<file path="src/rtl/hd_pattern_mux.sv">
module hd_pattern_mux #(
  parameter int DW             = 10,
  parameter int LW             = 11,
  parameter int HATCH_LOG2     = 4,
  parameter int I_VBI_FIRST    = 7,
  parameter int I_VBI_LAST     = 20,
  parameter int P_VBI_FIRST    = 6,
  parameter int P_VBI_LAST     = 25,
  parameter int I_ACTIVE_FIRST = 21,
  parameter int P_ACTIVE_FIRST = 26
) (
  input  logic          clk,
  input  logic          rst_n,
  input  logic          cfg_we,
  input  logic [1:0]    cfg_addr,
  input  logic [DW-1:0] cfg_wdata,
  output logic [DW-1:0] cfg_rdata,
  input  logic          frame_start,
  input  logic          line_start,
  input  logic          in_valid,
  input  logic [DW-1:0] in_y,
  input  logic [DW-1:0] in_cr,
  input  logic [DW-1:0] in_cb,
  output logic          out_valid,
  output logic [DW-1:0] out_y,
  output logic [DW-1:0] out_cr,
  output logic [DW-1:0] out_cb
);
  localparam int MW = 6;
  localparam int SH = DW - 8;
  localparam logic [DW-1:0] BLK_Y = DW'(16 << SH);
  localparam logic [DW-1:0] MID_C = DW'(128 << SH);
  localparam logic [DW-1:0] WHT_Y = DW'(235 << SH);

  logic [MW-1:0]         mode_reg, mode_act;
  logic [DW-1:0]         col_y, col_cr, col_cb;
  logic [LW-1:0]         line_cnt;
  logic [HATCH_LOG2-1:0] pix_cnt;

  wire pix_en  = mode_act[0];
  wire pat_en  = mode_act[1];
  wire solid   = mode_act[2];
  wire vbi_en  = mode_act[3];
  wire prog    = mode_act[4];
  wire vld     = in_valid ^ mode_act[5];

  always_ff @(posedge clk or negedge rst_n)
    if (!rst_n) begin
      mode_reg <= '0;
      col_y    <= WHT_Y;
      col_cr   <= MID_C;
      col_cb   <= MID_C;
    end else if (cfg_we) begin
      case (cfg_addr)
        2'd0: mode_reg <= cfg_wdata[MW-1:0];
        2'd1: col_y    <= cfg_wdata;
        2'd2: col_cr   <= cfg_wdata;
        default: col_cb <= cfg_wdata;
      endcase
    end

  always_comb
    case (cfg_addr)
      2'd0: cfg_rdata = {{(DW-MW){1'b0}}, mode_reg};
      2'd1: cfg_rdata = col_y;
      2'd2: cfg_rdata = col_cr;
      default: cfg_rdata = col_cb;
    endcase

  always_ff @(posedge clk or negedge rst_n)
    if (!rst_n)           mode_act <= '0;
    else if (frame_start) mode_act <= mode_reg;

  always_ff @(posedge clk or negedge rst_n)
    if (!rst_n)           line_cnt <= '0;
    else if (frame_start) line_cnt <= LW'(1);
    else if (line_start)  line_cnt <= line_cnt + 1'b1;

  always_ff @(posedge clk or negedge rst_n)
    if (!rst_n)                         pix_cnt <= '0;
    else if (frame_start || line_start) pix_cnt <= '0;
    else if (vld)                       pix_cnt <= pix_cnt + 1'b1;

  wire [LW-1:0] act_first = prog ? LW'(P_ACTIVE_FIRST) : LW'(I_ACTIVE_FIRST);
  wire [LW-1:0] win_lo    = prog ? LW'(P_VBI_FIRST)    : LW'(I_VBI_FIRST);
  wire [LW-1:0] win_hi    = prog ? LW'(P_VBI_LAST)     : LW'(I_VBI_LAST);
  wire in_blank = line_cnt < act_first;
  wire in_win   = (line_cnt >= win_lo) && (line_cnt <= win_hi);
  wire on_grid  = (pix_cnt == '0) || (line_cnt[HATCH_LOG2-1:0] == '0);

  typedef enum logic [1:0] {S_BLACK, S_INPUT, S_COLOUR} src_t;
  src_t src;

  always_comb begin
    src = S_BLACK;
    if (vld && pix_en) begin
      if (in_blank)              src = (vbi_en && in_win) ? S_INPUT : S_BLACK;
      else if (!pat_en)          src = S_INPUT;
      else if (solid || on_grid) src = S_COLOUR;
    end
  end

  always_ff @(posedge clk or negedge rst_n)
    if (!rst_n) begin
      out_valid <= 1'b0;
      out_y     <= BLK_Y;
      out_cr    <= MID_C;
      out_cb    <= MID_C;
    end else begin
      out_valid <= vld;
      case (src)
        S_INPUT:  begin out_y <= in_y;  out_cr <= in_cr;  out_cb <= in_cb;  end
        S_COLOUR: begin out_y <= col_y; out_cr <= col_cr; out_cb <= col_cb; end
        default:  begin out_y <= BLK_Y; out_cr <= MID_C;  out_cb <= MID_C;  end
      endcase
    end
endmodule

</file>
<file path="config.mk">
export PLATFORM = sky130hd
export DESIGN_NAME = hd_pattern_mux
export DESIGN_NICKNAME = d
export VERILOG_FILES = /design/src/rtl/hd_pattern_mux.sv
export SDC_FILE = /design/constraint.sdc
export NUM_CORES = 1
export LEC_CHECK = 0
export ABC_AREA = 0
export BUFFER_PORTS_ARGS = -buffer_cell sky130_fd_sc_hd__buf_2
export CORE_MARGIN = 3
export CORE_UTILIZATION = 30
export DETAILED_ROUTE_END_ITERATION = 7
export PLACE_DENSITY = 0.5
export SLEW_MARGIN = 25
export SYNTH_ARGS = -nofsm -noshare
export SYNTH_HDL_FRONTEND = slang
export SYNTH_SLANG_ARGS = --single-unit
</file>
<file path="constraint.sdc">
create_clock -name clk -period 3.13 [get_ports clk]
set_input_delay 0.313 -clock clk [delete_from_list [all_inputs] [get_ports clk]]
set_output_delay 0.313 -clock clk [all_outputs]
set_load 0.01 [all_outputs]
</file>
; Yosys cells after proc, flatten, opt, wreduce, memory -nomap -nowiden
; Index checks and enable logic that the tools add are counted.
[totals]
regBits = 88
input_bits = 48
output_inout_bits = 41
[op_classes]
addsub = 2
order_cmp = 3
eq_ne = 4
mux = 16
bitwise_logic = 2
n_reduce_logical = 16
[op_table]
columns = op, count
row1 = case mux 10 bit (2 select lines), 3
row2 = case mux 10 bit (3 select lines), 1
row3 = two-way mux 11 bit, 2
row4 = two-way mux 4 bit, 4
row5 = "adder 11 x 1 -> 11 bit, second input constant", 1
row6 = >= comparator 11 x 3 -> 1 bit, 1
row7 = less-or-equal comparator 11 x 5 -> 1 bit, 1
row8 = less-than comparator 11 x 5 -> 1 bit, 1
row9 = zero test 4 bit, 2
row10 = two-way mux 2 bit, 4
row11 = AND reduction 2 bit, 4
row12 = "adder 4 x 1 -> 4 bit, second input constant", 1
row13 = "equality test 2 x 1 -> 1 bit, second input constant", 2
row14 = "equality test 2 bit, second input constant", 2
row15 = nonzero test 2 bit, 2
row16 = logical AND 1 bit, 3
row17 = logical OR 1 bit, 3
row18 = OR reduction 3 bit, 1
row19 = zero test 2 bit, 1
row20 = two-way mux 1 bit, 2
row21 = NOT 1 bit, 1
row22 = bitwise XOR 1 bit, 1

; Logic depth before layout (Yosys ltp)
; Gate-level depths: netlist of run 1.
[depth]
word_depth = 9
ltp_mapped = 11

; Worst setup path after synthesis of run 1
; Ideal clock, no wire load.
[synth_path]
path_kind = reg-to-reg
start = register line_cnt[0]
end = register out_cb[9]
arrival_time_ns = 2.429
required_time_ns = 3.046
path_slack_ns = 0.618
path_stages_with_launch = 11
period_less_slack_ns = 2.512
cell_sequence = dfrtp_1 -> inv_1 -> ha_1 -> or3b_1 -> mux2i_1 -> o2111a_1 -> a211oi_2 -> a211o_1 -> ha_1 -> clkbuf_1 -> a221o_1
[synth_via]
elab_chain_len = 9
[synth_rtl]
columns = element, line_no
row1 = from (decl), 37  ; logic [LW-1:0] line_cnt;
row2 = from (signal assigned), 77  ; else if (line_start) line_cnt <= line_cnt + 1'b1;
row3 = "parallel branches: the longest is 5 deep, another holds >= comparator 11 x 3 -> 1 bit", n/a
row4 = two-way mux 2 bit *, 97  ; if (in_blank) src = (vbi_en && in_win) ? S_INPUT : S_BLACK;
row5 = two-way mux 2 bit *, 96  ; if (vld && pix_en) begin
row6 = equality test 2 bit / equality test 2 x 1 -> 1 bit (equally long branches), 111  ; case (src)
row7 = case mux 10 bit (2 select lines) *, 111
row8 = to (signal assigned), 112  ; S_INPUT: begin out_y <= in_y; out_cr <= in_cr; out_cb <= in_cb; end
row9 = to (signal assigned), 113  ; S_COLOUR: begin out_y <= col_y; out_cr <= col_cr; out_cb <= col_cb; end
row10 = to (decl), 27  ; output logic [DW-1:0] out_cb
; Mark *: on every way between the ends.
; A chain may end at the register's enable or synchronous reset.

; Worst setup path after layout of run 1
[layout_path]
start = register line_cnt[0]
end = register out_y[0]
[layout_via]
elab_chain_len = 9
[layout_rtl]
columns = element, line_no
row1 = "parallel branches: the longest is 5 deep, another holds >= comparator 11 x 3 -> 1 bit", n/a
row2 = two-way mux 2 bit *, 97
row3 = two-way mux 2 bit *, 96
row4 = equality test 2 bit / equality test 2 x 1 -> 1 bit (equally long branches), 111
row5 = case mux 10 bit (2 select lines) *, 111
row6 = to (signal assigned), 112
row7 = to (signal assigned), 113
row8 = to (decl), 25  ; output logic [DW-1:0] out_y,
; Marks and branches as above.

==> results of run 1 <==
-- cell families after synthesis --
logic type | Yosys count
AO/OA/AOI/OAI | 50
XOR/XNOR | 12
adder cells (fa/ha/maj) | 11
buffers and inverters | 20
flip-flops | 88
multiplexers | 53
AND/OR/NAND/NOR | 80
-- stage by stage --
stage / total power [mW] / setup slack [ns] / cells / cell area (sq um) / util
2_1_floorplan: 1.60 / 0.618 / 314 / 3990 / -
3_3_place_gp: 1.77 / 0.362 / 567 / 4660 / 0.364
3_5_place_dp: 1.78 / 0.286 / 567 / 4660 / 0.364
4_1_cts: 2.87 / 0.288 / 583 / 4960 / 0.387
5_1_grt: 2.97 / 0.123 / 583 / 4970 / 0.387
6_report: 2.82 / 0.300 / 583 / 4970 / 0.387
-- power by group --
group	internal [mW]	total [mW]	switching, mW
logic	0.208	0.382	0.174
clock network	0.565	1.07	0.509
registers	1.27	1.37	0.0997
-- layout make-up --
cell class,count,share of cell area
Timing Repair Buffer,96,0.105
Tap cell,172,0.0433
Sequential cell,88,0.446
Multi-Input combinational cell,206,0.342
Clock buffer,9,0.0453
Inverter,5,0.00378
Clock inverter,7,0.0149
-- worst paths after layout --
kind | startpoint | endpoint | slack [ns] | cells after the start
setup / recovery | line_cnt[0]$_DFFE_PN0N_ | out_y[0]$_DFF_PN0_ | 0.30 | 11
hold / removal | rst_n | line_cnt[7]$_DFFE_PN0N_ | -0.05 | 1
setup reg to reg | line_cnt[0]$_DFFE_PN0N_ | out_y[0]$_DFF_PN0_ | 0.30 | 11
hold reg to reg | mode_act[0]$_DFFE_PN0P_ | mode_act[0]$_DFFE_PN0P_ | 0.51 | 1
max in group asynchronous | rst_n | col_y[7]$_DFFE_PN1P_ | 2.46 | 2
min in group clk | in_y[6] | out_y[6]$_DFF_PN1_ | 0.19 | 2
-- per-layer routing --
layer  global-route usage  up-vias
met5                    0        -
met4               0.0546        0
met3               0.0392        9
met2                0.234       68
met1                0.193     1409
li1                     -     1339
-- critical path, delay by kind of cell, from the launching register on --
kind | cells | cell delay, ns
mux | 1 | 0.15
simple gates | 2 | 0.45
flops | 1 | 0.43
fa+ha+maj | 2 | 0.66
compound gates | 4 | 0.70
buf+inv | 2 | 0.34
-- placed cells by master, fill, tap and decap left out, types with 7 or more instances in the layout --
cell / n
a22oi_1: 27
nand2_1: 9
ha_1: 11
buf_2: 87
mux2_2: 45
xor2_1: 8
buf_4: 7
dfstp_2: 11
clkbuf_16: 9
dfrtp_1: 77
nor2_1: 39
==> results.py, run 1 <==
metrics = {
    "setup_path": {
        "crit_fanout": 22,
        "worst_path_largest_cell_delay_ns": 0.43,
        "path_class": "reg -> reg",
        "worstPathArrival_ns": 3.07,
        "crit_chain": "inv_1, ha_1, or3b_1, mux2i_1, o2111a_1, a211oi_2, a211o_1, ha_1, buf_12, a22oi_1, nor2_1",
        "crit_path_end_kind": "flop",
        "crit_required_ns": 3.37,
        "critPathLaunchType": "flop",
        "crit_slowest_cell": "dfrtp_1",
        "path_common_cell": "ha_1",
    },
    "synthesis": {
        "postSynth.asyncResetShare": 1.00,
        "yosys.area_share.simple": 0.104,
        "synth_seq_cells": 88,
        "syn-num-nets": 373,
        "yosysSeqAreaShare": 0.555,
        "synth_top_area_share": 0.482,
        "synthAdderAreaFrac": 0.0345,
        "synth_top_family_by_area": "multiplexers",
        "synthXorXnorAreaFrac": 0.0263,
        "yosysTopAreaCell": "dfrtp_1",
        "syn_avg_cell_area_sq_um": 12.7,
        "yosys_warnings": 0,
        "synth_commonest_cells": "dfrtp_1, mux2_2, nor2_1",
        "synth.distinct_cells": 41,
        "synthFlopType": "dfrtp_1",
        "synth_cells": 314,
        "yosysMostFrequentCell": "dfrtp_1",
        "synth_compound_area_frac": 0.0952,
        "synth_edf_count": 0,
        "synth_area_sq_mm": 0.00399,
        "synthMuxAreaShare": 0.166,
        "synthTopCellsByArea": "dfrtp_1, mux2_2, dfstp_2, a22oi_1, nor2_1",
    },
    "timing": {
        "finClkSkew_ns": 0.0123,
        "holdWs_ns": -0.0513,
        "fin_crit_ns": 2.83,
        "worst_pin_slew_ns": 0.709,
        "timing.fmax_mhz": 353,
        "hold_viol_final": 15,
        "slew_viol_final": 0,
        "period_share": 0.904,
        "rsz0062_at_grt": "no",
        "tns_ns": 0,
        "slew_headroom": 0.527,
        "setup_viol": 0,
    },
    "clocking": {
        "path_clk_slew_ns": 0.08,
        "cts_sinks": 88,
        "cts.repair.resized": 0,
        "tritoncts": "done",
        "clkLatencyLatePin_ns": 0.35,
        "cts_hold_buf": 0,
        "post-cts-setup-buffers": 0,
        "cts-root-buf": "clkbuf_16",
        "cts_buffer_depth": 2,
        "cts-buffers-inserted": 9,
        "htreeDepth": 3,
    },
    "global_routing": {
        "antenna_found_initial": 0,
        "first_global_vias": 3018,
        "grt-ovfl-total": 0,
        "track_usage": 0.147,
        "grt_pass1_wl_microns": 16700,
        "grt_max_degree": 76,
    },
    "detailed_routing": {
        "ant_nets": 0,
        "routed_wl_microns": 10100,
        "drt_pre_antenna_iters": 4,
        "wl_met1_microns": 4660,
        "drc": 0,
        "vias": 2825,
        "highest-signal-layer": "met4",
        "wl_per_cell_microns": 17.3,
        "drtIter0Drc": 104,
        "wl_met3_microns": 514,
        "wl_met2_microns": 4770,
        "vias_per_cell": 4.85,
    },
    "floorplan": {
        "num_io_pins": 89,
        "num_rows": 41,
        "die_h_microns": 121,
        "die_w_microns": 121,
        "start_util": 0.311,
        "dieArea_sq_mm": 0.0147,
        "core_sq_mm": 0.0128,
    },
    "final_layout": {
        "largest_register": "line_cnt",
        "largest_reg_flops": 11,
        "diodes": 0,
        "layout-drive-gt1-share": 0.445,
        "multi_input_area_sq_mm": 0.00170,
        "area.growth.synth_to_final_pct": 24.4,
        "regArea_sq_mm": 0.00222,
        "fin_nets": 465,
        "fillers": 1292,
    },
    "placed_design": {
        "numPortBuffers": 88,
        "globalplace.congestion": 0.808,
        "dp_hpwl_microns": 7260,
    },
    "status": {
        "status": "finished with violations",
        "violations": "negative hold slack",
    },
    "power": {
        "ir_worst_vdd_mv": 0.323,
        "p_leak_nw": 2.24,
        "power_density_mw_per_mm2": 569,
    },
    "worst_hold_path": {
        "hold_path_class": "in -> async",
    },
    "run": {
        "max_cap_viol_count": 0,
    },
}
Note: power is estimated with default switching activity, not from simulation.
==> run 2, diff against run 1 <==
Settings changed: REMOVE_ABC_BUFFERS set to 1, SLEW_MARGIN 25 to not set.
==> run 2 against run 1 <==
The run now ends clean. Flip-flop and latch count unchanged. Highest routed layer unchanged. Clock-buffer cell count up 3. Critical path type unchanged. Global-route usage down 0.41 points. Clock skew down 0.0047 ns. First-iteration DRC count up 27%. Critical path depth down 1. Via count up 0.32%. Critical endpoint is now out_cb[0]$_DFF_PN0_. Sequential power about the same. Die area unchanged. Core utilization down 0.22 points. Sequential share of layout area up 0.26 points. Non-clock buffer count up 1.
==> results.py, run 2 (same netlist as run 1, synthesis figures left out) <==
metrics = {
    "timing": {
        "holdWs_ns": 0.204,
        "fin_crit_ns": 2.67,
        "slew_headroom": 0.530,
        "hold_viol_final": 0,
        "slew_viol_final": 0,
        "tns_ns": 0,
        "worst_pin_slew_ns": 0.703,
        "setup_viol": 0,
        "finClkSkew_ns": 0.00753,
        "timing.fmax_mhz": 374,
        "setup_ws_ns": 0.459,
        "period_share": 0.853,
        "rsz0062_at_grt": "no",
    },
    "run": {
        "max_cap_viol_count": 0,
    },
    "clocking": {
        "htreeDepth": 3,
        "cts-root-buf": "clkbuf_16",
        "cts-buffers-inserted": 9,
        "path_clk_slew_ns": 0.06,
        "cts_sinks": 88,
        "clkLatencyLatePin_ns": 0.34,
        "post-cts-setup-buffers": 0,
        "cts_buffer_depth": 2,
        "tritoncts": "done",
    },
    "final_layout": {
        "layout-drive-gt1-share": 0.439,
        "largest_reg_flops": 11,
        "largest_register": "line_cnt",
        "fin_nets": 466,
        "area.growth.synth_to_final_pct": 23.7,
        "layout_common_cells": "buf_2, dfrtp_1, mux2_2, nor2_1, a22oi_1",
        "diodes": 0,
        "final_cell_area_sq_mm": 0.00494,
        "layout_commonest_cell": "buf_2",
        "fin_cells": 584,
    },
    "setup_path": {
        "path_class": "reg -> reg",
        "worstPathArrival_ns": 2.90,
        "crit_chain": "inv_1, ha_1, or3b_1, mux2i_1, o2111a_1, a211oi_2, a211oi_1, ha_1, buf_4, nor2_1",
        "r2r_cells": 10,
        "path_common_cell": "ha_1",
        "crit_required_ns": 3.36,
        "critPathBufInv": 2,
        "rr_startpoint": "line_cnt[0]$_DFFE_PN0N_",
        "critPathLaunchType": "flop",
        "reg2reg_slack_ns": 0.46,
        "crit_path_end_kind": "flop",
        "worst_path_largest_cell_delay_ns": 0.45,
        "reg2reg_to": "out_cb[0]$_DFF_PN0_",
        "crit_slowest_cell": "ha_1",
        "cpLargestDelayFamily": "adder cells",
        "crit_fanout": 11,
    },
    "detailed_routing": {
        "routed_wl_microns": 9790,
        "ant_nets": 0,
        "vias_per_cell": 4.85,
        "drtIter0Drc": 132,
        "wl_per_cell_microns": 16.8,
        "drc": 0,
        "vias": 2834,
        "drt_pre_antenna_iters": 4,
    },
    "floorplan": {
        "die_h_microns": 121,
        "start_util": 0.311,
        "dieArea_sq_mm": 0.0147,
        "core_sq_mm": 0.0128,
        "num_rows": 41,
        "num_io_pins": 89,
        "die_w_microns": 121,
    },
    "placed_design": {
        "pre_cts_slack_ns": 0.439,
        "dp_hpwl_microns": 6820,
        "placed_cell_area_sq_mm": 0.00465,
        "numPortBuffers": 88,
        "placedCellCount": 567,
        "globalplace.congestion": 0.777,
    },
    "power": {
        "p_leak_nw": 2.23,
        "ir_worst_vdd_mv": 0.345,
        "power_density_mw_per_mm2": 557,
    },
    "global_routing": {
        "grt-ovfl-total": 0,
        "top_usage_layer": "met2",
        "use_met3": 0.0466,
        "grt_max_degree": 43,
        "first_global_vias": 3008,
        "antenna_found_initial": 0,
        "grt_use_met1": 0.199,
        "met2_usage": 0.217,
        "track_usage": 0.143,
        "grt_pass1_wl_microns": 16300,
    },
    "worst_hold_path": {
        "worstHoldStart": "in_cr[9]",
        "hold_path_class": "in -> reg",
        "hold_depth": 2,
        "min_to": "out_cr[9]$_DFF_PN1_",
    },
    "status": {
        "status": "finished, final reports clean",
    },
}
run 2: worst max-delay path by stage:
stage | from | endpoint | slack [ns] | depth (start not counted)
6_report | line_cnt[0]$_DFFE_PN0N_ | out_cb[0]$_DFF_PN0_ | 0.46 | 10
2_1_floorplan | line_cnt[0]$_DFFE_PN0N_ | out_cb[0]$_DFF_PN0_ | 0.49 | 10
5_1_grt | line_cnt[0]$_DFFE_PN0N_ | out_cb[8]$_DFF_PN0_ | 0.29 | 10
3_5_place_dp | line_cnt[0]$_DFFE_PN0N_ | out_cr[8]$_DFF_PN0_ | 0.44 | 10
3_3_place_gp | line_cnt[0]$_DFFE_PN0N_ | out_cr[6]$_DFF_PN0_ | 0.49 | 10
4_1_cts | line_cnt[0]$_DFFE_PN0N_ | out_cb[8]$_DFF_PN0_ | 0.43 | 10
run 2: cell type report:
type	instances	area, sq um
clock buffers	12	246
clock inverters	4	30.0
fillers	1301	7890
inverters	5	18.8
multi-input cells	206	1700
flip-flops and latches	88	2220
well taps	172	215
repair buffers	97	513
run 2: routing by layer:
| layer | up-vias | share of wire |
|---|---|---|
| met1 | 1429 | 0.46 |
| met3 | 8 | 0.054 |
| met2 | 74 | 0.47 |
| li1 | 1323 | - |
| met4 | 0 | 0.011 |
| met5 | - | 0 |
run 2: per-stage QoR:
step | utilization | power [mW]
6_report | 0.385 | 2.75
3_3_place_gp | 0.363 | 1.76
3_5_place_dp | 0.363 | 1.77
2_1_floorplan | - | 1.59
5_1_grt | 0.385 | 2.90
4_1_cts | 0.385 | 2.80
run 2: what timing repair did:
action | in CTS | in global routing
hold buffers | 1 | 0
endpoints found under the hold margin | 39 | 0
resized for setup | 0 | 0
run 2: power by group:
part	total [mW]	switching [mW]	internal, mW
registers	1.36	0.0952	1.27
logic	0.381	0.176	0.204
clock network	1.01	0.445	0.562
total	2.75	0.716	2.04
==> run 3, diff against run 2 <==
Settings changed: BUFFER_PORTS_ARGS -buffer_cell sky130_fd_sc_hd__buf_2 to -buffer_cell sky130_fd_sc_hd__clkbuf_2.
==> run 3 against run 2 <==
Clock power hardly changed. Critical path depth is the same. Global-route usage is 0.55 points lower. Sequential power is essentially flat. Non-clock buffer count shrank 2. Clock-buffer cell count fell by 1. Combinational power down 1%. Register-to-register slack worse by 0.02 ns. Core utilization shrank 0.078 points. Largest cell class unchanged. Highest routed layer unchanged.
==> results.py, run 3 (same netlist as run 1, synthesis figures left out) <==
metrics = {
    "floorplan": {
        "die_h_microns": 121,
        "start_util": 0.311,
        "core_sq_mm": 0.0128,
        "die_w_microns": 121,
        "num_io_pins": 89,
        "dieArea_sq_mm": 0.0147,
        "num_rows": 41,
    },
    "final_layout": {
        "layout-drive-gt1-share": 0.439,
        "layout_common_cells": "clkbuf_2, dfrtp_1, mux2_2, nor2_1, a22oi_1",
        "largest_register": "line_cnt",
        "area.growth.synth_to_final_pct": 23.4,
        "layout_commonest_cell": "clkbuf_2",
        "diodes": 0,
        "fin_nets": 464,
        "largest_reg_flops": 11,
        "finalCoreUtilization": 0.384,
    },
    "power": {
        "power_density_mw_per_mm2": 561,
        "ir_worst_vdd_mv": 0.360,
        "power_mw": 2.76,
        "p_leak_nw": 2.21,
    },
    "timing": {
        "period_share": 0.861,
        "worst_pin_slew_ns": 0.646,
        "finClkSkew_ns": 0.0101,
        "setup_viol": 0,
        "fin_crit_ns": 2.69,
        "tns_ns": 0,
        "timing.fmax_mhz": 371,
        "slew_viol_final": 0,
        "holdWs_ns": 0.197,
        "hold_viol_final": 0,
        "slew_headroom": 0.568,
        "setup_ws_ns": 0.436,
        "rsz0062_at_grt": "no",
    },
    "global_routing": {
        "first_global_vias": 2951,
        "grt_pass1_wl_microns": 15700,
        "track_usage": 0.138,
        "antenna_found_initial": 0,
        "grt-ovfl-total": 0,
        "grt_max_degree": 40,
    },
    "worst_hold_path": {
        "hold_path_class": "in -> reg",
        "hold_depth": 2,
        "min_to": "out_y[6]$_DFF_PN1_",
        "worstHoldStart": "in_y[6]",
    },
    "setup_path": {
        "crit_slowest_cell": "dfrtp_1",
        "worst_path_largest_cell_delay_ns": 0.43,
        "r2r_cells": 10,
        "critPathLaunchType": "flop",
        "reg2reg_slack_ns": 0.44,
        "reg2reg_to": "out_cb[9]$_DFF_PN1_",
        "path_common_cell": "ha_1",
        "crit_fanout": 30,
        "crit_required_ns": 3.40,
        "crit_path_end_kind": "flop",
        "worstPathArrival_ns": 2.96,
        "path_class": "reg -> reg",
        "rr_startpoint": "line_cnt[0]$_DFFE_PN0N_",
        "crit_chain": "inv_1, ha_1, or3b_1, mux2i_1, o2111a_1, a211oi_2, a211o_1, ha_1, buf_4, a221o_1",
    },
    "clocking": {
        "htreeDepth": 3,
        "cts_sinks": 88,
        "clkLatencyLatePin_ns": 0.34,
        "cts_buffer_depth": 2,
        "cts-root-buf": "clkbuf_16",
        "path_clk_slew_ns": 0.06,
        "cts-buffers-inserted": 9,
        "tritoncts": "done",
    },
    "detailed_routing": {
        "drt_pre_antenna_iters": 4,
        "drtIter0Drc": 132,
        "ant_nets": 0,
        "wl_per_cell_microns": 16.3,
        "vias": 2758,
        "vias_per_cell": 4.74,
        "drc": 0,
        "routed_wl_microns": 9470,
    },
    "placed_design": {
        "globalplace.congestion": 0.776,
        "numPortBuffers": 88,
        "dp_hpwl_microns": 6550,
        "pre_cts_slack_ns": 0.427,
    },
    "run": {
        "max_cap_viol_count": 0,
    },
    "status": {
        "status": "finished, final reports clean",
    },
}
run 3: cell types whose count changed in the layout (fill, tap and decap cells not counted):
cell      delta
inv_6        +2
buf_2       -87
clkbuf_1     -1
clkbuf_2    +87
buf_4        -2
clkinv_4     -1
run 3: what timing repair did:
item,in CTS,in global routing
setup buffers,0,0
gates resized for setup,0,0
hold buffers,1,0
hold endpoints to repair,29,0
run 3: worst max path at each step:
stage | depth (start not counted) | end | slack (ns) | startpoint
floorplan | 10 | out_cb[0]$_DFF_PN0_ | 0.49 | line_cnt[0]$_DFFE_PN0N_
global placement | 10 | out_cr[9]$_DFF_PN1_ | 0.50 | line_cnt[0]$_DFFE_PN0N_
detailed placement | 10 | out_cb[9]$_DFF_PN1_ | 0.43 | line_cnt[0]$_DFFE_PN0N_
CTS | 10 | out_cb[9]$_DFF_PN1_ | 0.43 | line_cnt[0]$_DFFE_PN0N_
global route | 11 | out_cb[0]$_DFF_PN0_ | 0.25 | line_cnt[0]$_DFFE_PN0N_
finish | 10 | out_cb[9]$_DFF_PN1_ | 0.44 | line_cnt[0]$_DFFE_PN0N_
run 3: power breakdown:
part / internal (mW) / leakage, nW / switching (mW)
sequential: 1.27 / 1.11 / 0.0952
combinational: 0.203 / 0.965 / 0.173
clock: 0.566 / 0.137 / 0.459
total: 2.04 / 2.21 / 0.727
run 3: stage by stage:
step | std cells | instance area [sq um]
finish | 582 | 4930
floorplan | 299 | 3930
global route | 582 | 4930
CTS | 582 | 4930
global placement | 565 | 4640
detailed placement | 565 | 4640
run 3: per-layer routing:
metal	vias to the layer above	global-route usage	share of wire
met5	-	0	0
met4	0	0.0357	0.0098
met2	63	0.214	0.47
li1	1321	-	-
met1	1368	0.183	0.46
met3	6	0.0485	0.053
run 3: critical path: cells and delay by family, from the launching register on:
| family | cells | cell delay (ns) |
|---|---|---|
| mux | 1 | 0.14 |
| flops | 1 | 0.43 |
| simple gates | 1 | 0.37 |
| compound gates | 4 | 0.83 |
| buf+inv | 2 | 0.35 |
| fa+ha+maj | 2 | 0.51 |
run 3: layout make-up:
class                           instances  area (sq um)
Fill cell                            1271          7900
Inverter                                5          18.8
Sequential cell                        88          2220
Tap cell                              172           215
Clock inverter                          5          38.8
Clock buffer                           11           243
Timing Repair Buffer                   95           498
Multi-Input combinational cell        206          1700
